**src/rtl/enc8b10b_pkg.sv**
```systemverilog
package enc8b10b_pkg;
  localparam int BYTE_W = 8;
  localparam int CODE_W = 10;

  // legal control characters: K28.y and K23/27/29/30.7
  function automatic logic ctl_char_ok(input logic [7:0] b);
    logic [4:0] x;
    x = b[4:0];
    return (x == 5'd28) ||
           ((b[7:5] == 3'b111) &&
            (x == 5'd23 || x == 5'd27 || x == 5'd29 || x == 5'd30));
  endfunction

  // alternate x.7 selection for data characters, given the disparity after 5b/6b
  function automatic logic alt7_data(input logic [4:0] x, input logic mid_neg);
    return mid_neg ? (x == 5'd17 || x == 5'd18 || x == 5'd20)
                   : (x == 5'd11 || x == 5'd13 || x == 5'd14);
  endfunction
endpackage

```
**src/rtl/enc_sb6.sv**
```systemverilog
module enc_sb6 (
  input  logic [4:0] x_i,
  input  logic       k28_i,
  input  logic       neg_i,
  output logic [5:0] code_o,
  output logic       neg_o
);
  logic [5:0] base;
  logic       unbal;
  logic       keep;

  always_comb begin
    case (x_i)
      5'd0:  base = 6'b100111;  5'd1:  base = 6'b011101;
      5'd2:  base = 6'b101101;  5'd3:  base = 6'b110001;
      5'd4:  base = 6'b110101;  5'd5:  base = 6'b101001;
      5'd6:  base = 6'b011001;  5'd7:  base = 6'b111000;
      5'd8:  base = 6'b111001;  5'd9:  base = 6'b100101;
      5'd10: base = 6'b010101;  5'd11: base = 6'b110100;
      5'd12: base = 6'b001101;  5'd13: base = 6'b101100;
      5'd14: base = 6'b011100;  5'd15: base = 6'b010111;
      5'd16: base = 6'b011011;  5'd17: base = 6'b100011;
      5'd18: base = 6'b010011;  5'd19: base = 6'b110010;
      5'd20: base = 6'b001011;  5'd21: base = 6'b101010;
      5'd22: base = 6'b011010;  5'd23: base = 6'b111010;
      5'd24: base = 6'b110011;  5'd25: base = 6'b100110;
      5'd26: base = 6'b010110;  5'd27: base = 6'b110110;
      5'd28: base = 6'b001110;  5'd29: base = 6'b101110;
      5'd30: base = 6'b011110;  default: base = 6'b101011;
    endcase
    if (k28_i) base = 6'b001111;
    unbal  = ($countones(base) != 3);
    keep   = !unbal && (base != 6'b111000);
    code_o = (keep || neg_i) ? base : ~base;
    neg_o  = neg_i ^ unbal;
  end
endmodule

```
**src/rtl/enc_sb4.sv**
```systemverilog
module enc_sb4 (
  input  logic [2:0] y_i,
  input  logic       alt_i,
  input  logic       k28_i,
  input  logic       start_neg_i,
  input  logic       neg_i,
  output logic [3:0] code_o,
  output logic       neg_o
);
  logic [3:0] base;
  logic       unbal;
  logic       k_bal;

  always_comb begin
    case (y_i)
      3'd0: base = 4'b1011;  3'd1: base = 4'b1001;
      3'd2: base = 4'b0101;  3'd3: base = 4'b1100;
      3'd4: base = 4'b1101;  3'd5: base = 4'b1010;
      3'd6: base = 4'b0110;  default: base = 4'b1110;
    endcase
    if (alt_i) base = 4'b0111;
    unbal = ($countones(base) != 2);
    // balanced K28 groups follow the polarity the whole group started with
    k_bal = k28_i && !unbal && (y_i != 3'd3);
    if (k_bal)
      code_o = start_neg_i ? base : ~base;
    else if (unbal || y_i == 3'd3)
      code_o = neg_i ? base : ~base;
    else
      code_o = base;
    neg_o = neg_i ^ unbal;
  end
endmodule

```
**src/rtl/enc_lane.sv**
```systemverilog
module enc_lane
  import enc8b10b_pkg::*;
(
  input  logic [BYTE_W-1:0] dat_i,
  input  logic              ctl_i,
  input  logic              frc_i,
  input  logic              fval_i,
  input  logic              rd_neg_i,
  output logic [CODE_W-1:0] code_o,
  output logic              start_neg_o,
  output logic              rd_neg_o,
  output logic              bad_ctl_o
);
  logic       k_ok, k_eff, k28, mid_neg, alt;
  logic [5:0] c6;
  logic [3:0] c4;

  assign k_ok        = ctl_char_ok(dat_i);
  assign k_eff       = ctl_i && k_ok;
  assign bad_ctl_o   = ctl_i && !k_ok;
  assign k28         = k_eff && (dat_i[4:0] == 5'd28);
  assign start_neg_o = frc_i ? fval_i : rd_neg_i;

  enc_sb6 u_sb6 (
    .x_i(dat_i[4:0]), .k28_i(k28), .neg_i(start_neg_o),
    .code_o(c6), .neg_o(mid_neg)
  );

  assign alt = (dat_i[7:5] == 3'b111) && (k_eff || alt7_data(dat_i[4:0], mid_neg));

  enc_sb4 u_sb4 (
    .y_i(dat_i[7:5]), .alt_i(alt), .k28_i(k28), .start_neg_i(start_neg_o),
    .neg_i(mid_neg), .code_o(c4), .neg_o(rd_neg_o)
  );

  assign code_o = {c6, c4};
endmodule

```
**src/rtl/enc8b10b_lanes.sv**
```systemverilog
module enc8b10b_lanes
  import enc8b10b_pkg::*;
#(
  parameter int LANES = 4
) (
  input  logic                      clk,
  input  logic                      rst,
  input  logic [LANES*BYTE_W-1:0]   data_i,
  input  logic [LANES-1:0]          ctl_i,
  input  logic [LANES-1:0]          frc_i,
  input  logic [LANES-1:0]          fval_i,
  output logic [LANES*CODE_W-1:0]   code_o,
  output logic [LANES-1:0]          bad_ctl_o
);
  localparam int DATA_W = LANES * BYTE_W;
  localparam int OUT_W  = LANES * CODE_W;

  initial assert (LANES == 1 || LANES == 2 || LANES == 4)
    else $error("LANES must be 1, 2 or 4");

  logic [LANES:0]      rd_chain;
  logic [CODE_W-1:0]   lane_code [LANES];
  logic [LANES-1:0]    lane_start_neg;
  logic [LANES-1:0]    lane_bad;
  logic [OUT_W-1:0]    code_d;
  logic                rd_q;

  assign rd_chain[0] = rd_q;

  for (genvar i = 0; i < LANES; i++) begin : g_lane
    enc_lane u_lane (
      .dat_i      (data_i[i*BYTE_W +: BYTE_W]),
      .ctl_i      (ctl_i[i]),
      .frc_i      (frc_i[i]),
      .fval_i     (fval_i[i]),
      .rd_neg_i   (rd_chain[i]),
      .code_o     (lane_code[i]),
      .start_neg_o(lane_start_neg[i]),
      .rd_neg_o   (rd_chain[i+1]),
      .bad_ctl_o  (lane_bad[i])
    );
    assign code_d[i*CODE_W +: CODE_W] = lane_code[i];

    // group weight must match its starting polarity
    AST_GROUP_WEIGHT: assert property (@(posedge clk) disable iff (rst)
      lane_start_neg[i] ? ($countones(lane_code[i]) inside {5, 6})
                        : ($countones(lane_code[i]) inside {4, 5}));
    AST_FLAG_NEEDS_CTL: assert property (@(posedge clk) disable iff (rst)
      bad_ctl_o[i] |-> $past(ctl_i[i]));
  end

  always_ff @(posedge clk) begin
    if (rst) begin
      rd_q      <= 1'b1;
      code_o    <= '0;
      bad_ctl_o <= '0;
    end else begin
      rd_q      <= rd_chain[LANES];
      code_o    <= code_d;
      bad_ctl_o <= lane_bad;
    end
  end

  AST_RESET_CLEAR: assert property (@(posedge clk)
    rst |=> (code_o == '0 && bad_ctl_o == '0));
  AST_RESET_NEG: assert property (@(posedge clk)
    rst |=> rd_q);
  AST_STORED_FROM_TOP: assert property (@(posedge clk) disable iff (rst)
    $past(!rst) |-> (rd_q == $past(rd_chain[LANES])));

  logic unused_ok;
  assign unused_ok = ^DATA_W;
endmodule

```
**config.mk**
```make
export PLATFORM = sky130hd
export DESIGN_NAME = enc8b10b_lanes
export DESIGN_NICKNAME = d
export VERILOG_FILES = /design/src/rtl/enc8b10b_pkg.sv /design/src/rtl/enc_sb6.sv /design/src/rtl/enc_sb4.sv /design/src/rtl/enc_lane.sv /design/src/rtl/enc8b10b_lanes.sv
export SDC_FILE = /design/constraint.sdc
export NUM_CORES = 1
export LEC_CHECK = 0
export ABC_AREA = 1
export BUFFER_PORTS_ARGS = -buffer_cell sky130_fd_sc_hd__buf_2
export CORE_ASPECT_RATIO = 1.1
export CORE_MARGIN = 2
export CORE_UTILIZATION = 27
export CTS_CLUSTER_DIAMETER = 30
export CTS_CLUSTER_SIZE = 25
export DETAILED_ROUTE_END_ITERATION = 12
export PLACE_DENSITY = 0.5
export SLEW_MARGIN = 20
export SYNTH_ARGS = -nofsm -noshare
export SYNTH_HDL_FRONTEND = slang
export SYNTH_SLANG_ARGS = --single-unit
```
**constraint.sdc**
```tcl
create_clock -name clk -period 21.5 [get_ports clk]
set_input_delay 6.45 -clock clk [delete_from_list [all_inputs] [get_ports clk]]
set_output_delay 6.45 -clock clk [all_outputs]
set_load 0.005 [all_outputs]
```
==> metrics.cfg <==
[power]
power_mw = 0.382
cellLeakagePower_nw = 2.81
max-vdd-ir-drop_uv = 30.7
pwr_density_cell_mw_per_mm2 = 70.2

[worst_setup_path]
critPathMostFrequentCell = nand2_1
path_delay_family = adder cells
r2r_end = code_o[30]
cp-end-kind = register
path_max_fanout = 7
worst-path-buf-inv = 9
crit_required_ns = 21.74
r2r_slack_ns = 11.93
crit_path_start_kind = input port
reg2reg_depth = 63
crit_slowest_cell = fa_1
critPathMaxStageDelay_ns = 0.54
crit-reg2reg-launch = rd_q
crit_arrival_ns = 18.60
setup.worst_path.class = input port to register

[timing]
skew_ns = 0.00658
maxSlewHeadroom_pct = 54.3
finalSetupViolations = 0
fmax_mhz = 54.5
hold_viol = 0
slew_violations = 0
fin_crit_sh_pct = 85.4
tns_ns = 0
rsz0062_at_grt = false
fin_crit_ns = 18.36
tightest_slew_ns = 0.680

[die]
die_width_um = 129
start_util_pct = 27.4
rows = 50
die-area_mm2 = 0.0183
coreArea_mm2 = 0.0170
die_h_um = 142
pin_count = 90

[cells_and_area]
utilization_pct = 32.1
fillerInstances = 1880
layout-drive-gt1-share_pct = 17.4
layout.cells.non_filler = 1016
layout.nets = 884
area.growth.synth_to_final_pct = 17.0

[drt]
drt-total-wl_um = 12300
antenna_left = 0
drtIter0Drc = 278
drc = 0
firstDrtPassIters = 7
vias = 4703
routed_via_density = 4.63
drt-wirelength-per-cell_um = 12.1

[clock_tree]
holdBufCountCts = 0
cts_made_buffers = 5
cts_resized = 0
htreeDepth = 2
clkTransAtPathRegs_ns = 0.07
clock_latency_ns = 0.29
cts_sinks = 45
postCtsSetupBuffers = 0
cts_tree = done
clk_path_buf_depth = 2
clockRootBuffer = clkbuf_16

[synthesis]
yosysSeqAreaShare_pct = 19.4
yosys-top-cells-count = inv_1, nand2_1, o21ai_0, nor2_1, a21oi_1
syn_nets = 805
synthTopCellsByArea = dfxtp_1, ha_1, inv_1
netlist_area_mm2 = 0.00465
synth_flop_cell = dfxtp_1
syn-mean-instance-area_um2 = 6.64
synth-edff-count = 0
synth.most_common_cell = inv_1
synth_top_area_share_pct = 19.4
yosys_warnings = 0
synth-async-reset-ratio_pct = 0
synth-seq-cells = 45
yosysUniqueCellTypes = 44
yosysTopAreaCell = dfxtp_1
synthCells = 701

[global_routing]
grt_overflow = 0
grtUsageTotal_pct = 13.6
grt_pass1_vias = 4297
grt_pass1_wl_um = 20200
antenna_found_initial = 0
grt_max_degree = 38

[flow_run]
drv_cap = 0

[placement]
hpwlAfterDp_um = 9970
dp_cells = 1007
io_buffer_count = 89
gp_congestion = 0.877

[hold_path]
holdPathStages = 6
holdPathEnd = code_o[6]
min_from = rd_q
hp-class = register to register

[outcome]
run_status = completed

-- worst reg2reg max path: cells and delay by family (launching register included) --
kind	cells	cell delay, ns
buffers and inverters	6	0.43
adder cells (fa/ha/maj)	12	3.72
AND/OR/NAND/NOR	40	4.17
AO/OA/AOI/OAI	5	0.85
flip-flops	1	0.34
-- cell families (layout without fill, tap and decap cells) --
logic type               Yosys count  count (layout)  synth area share [%]
AO/OA/AOI/OAI                    182             182                  22.2
buffers and inverters            145             225                  12.7
other                              0               1                     0
flip-flops                        45              45                  19.4
adder cells (fa/ha/maj)           58              58                  18.2
AND/OR/NAND/NOR                  271             271                  27.6
-- through the flow --
step / instance area, µm² / hold slack (ns) / setup WS [ns]
after floorplan: 4650 / 0.730 / 4.00
after global placement: 5280 / 0.806 / 2.99
after detailed placement: 5280 / 0.817 / 2.68
after CTS: 5440 / 0.833 / 2.98
after global routing: 5440 / 0.897 / 1.63
final: 5440 / 0.828 / 3.14
-- worst max-delay path by stage --
stage          cells past startpoint          to  slack, ns      start
2_1_floorplan                     71  code_o[30]       4.00  data_i[0]
3_3_place_gp                      74  code_o[30]       2.99  data_i[0]
6_report                          74  code_o[30]       3.14  data_i[0]
3_5_place_dp                      75  code_o[30]       2.68  data_i[0]
4_1_cts                           76  code_o[30]       2.98  data_i[0]
5_1_grt                           77  code_o[30]       1.63  data_i[0]
-- cell usage in the layout, fill, tap and decap left out, types with 2 or more instances in the layout --
cell type  count
a211oi_1       3
a21oi_1       64
a22oi_1        2
a31oi_1        3
and2_1         2
buf_2         89
clkbuf_16      5
clkbuf_8       2
dfxtp_1       45
fa_1          16
ha_1          42
inv_1        125
inv_2          3
nand2_1      109
nand2_2        5
nand2_4        5
nand3_1       33
nand3_2       12
nand3_4        2
nand3b_1       2
nand4_1        3
nor2_1        67
nor3_1        20
o211ai_1       9
o21ai_0       74
o21ai_1        9
o221ai_1       4
o22ai_1        3
or2_2          9
-- area by class of cell --
| type | instances | area, µm² | area share [%] |
|---|---|---|---|
| multi-input cells | 511 | 3160 | 58.1 |
| flip-flops and latches | 45 | 901 | 16.6 |
| inverters | 128 | 480 | 8.83 |
| repair buffers | 89 | 445 | 8.19 |
| well taps | 234 | 293 | 5.38 |
| clock buffers | 7 | 153 | 2.81 |
| clock inverters | 1 | 5.00 | 0.0920 |
| diodes | 1 | 2.50 | 0.0460 |
-- per-layer routing --
metal	track usage, %	wire (µm)	vias up
li1	-	-	2454
met1	17.3	5660	2106
met2	23.0	5730	134
met3	3.09	748	9
met4	3.60	160	0
met5	0	0	-
-- flip-flops by register name, indices dropped and copies added, names as in the netlist --
name and flops:
code_o 40, rd_q 1, bad_ctl_o 4
-- where the power goes --
group | switching (mW) | internal (mW) | total (mW)
Clock | 0.0347 | 0.0493 | 0.0841
Combinational | 0.120 | 0.0691 | 0.189
Sequential | 0.00499 | 0.104 | 0.109
Total | 0.159 | 0.223 | 0.382
(Power assumes the default switching activity.)
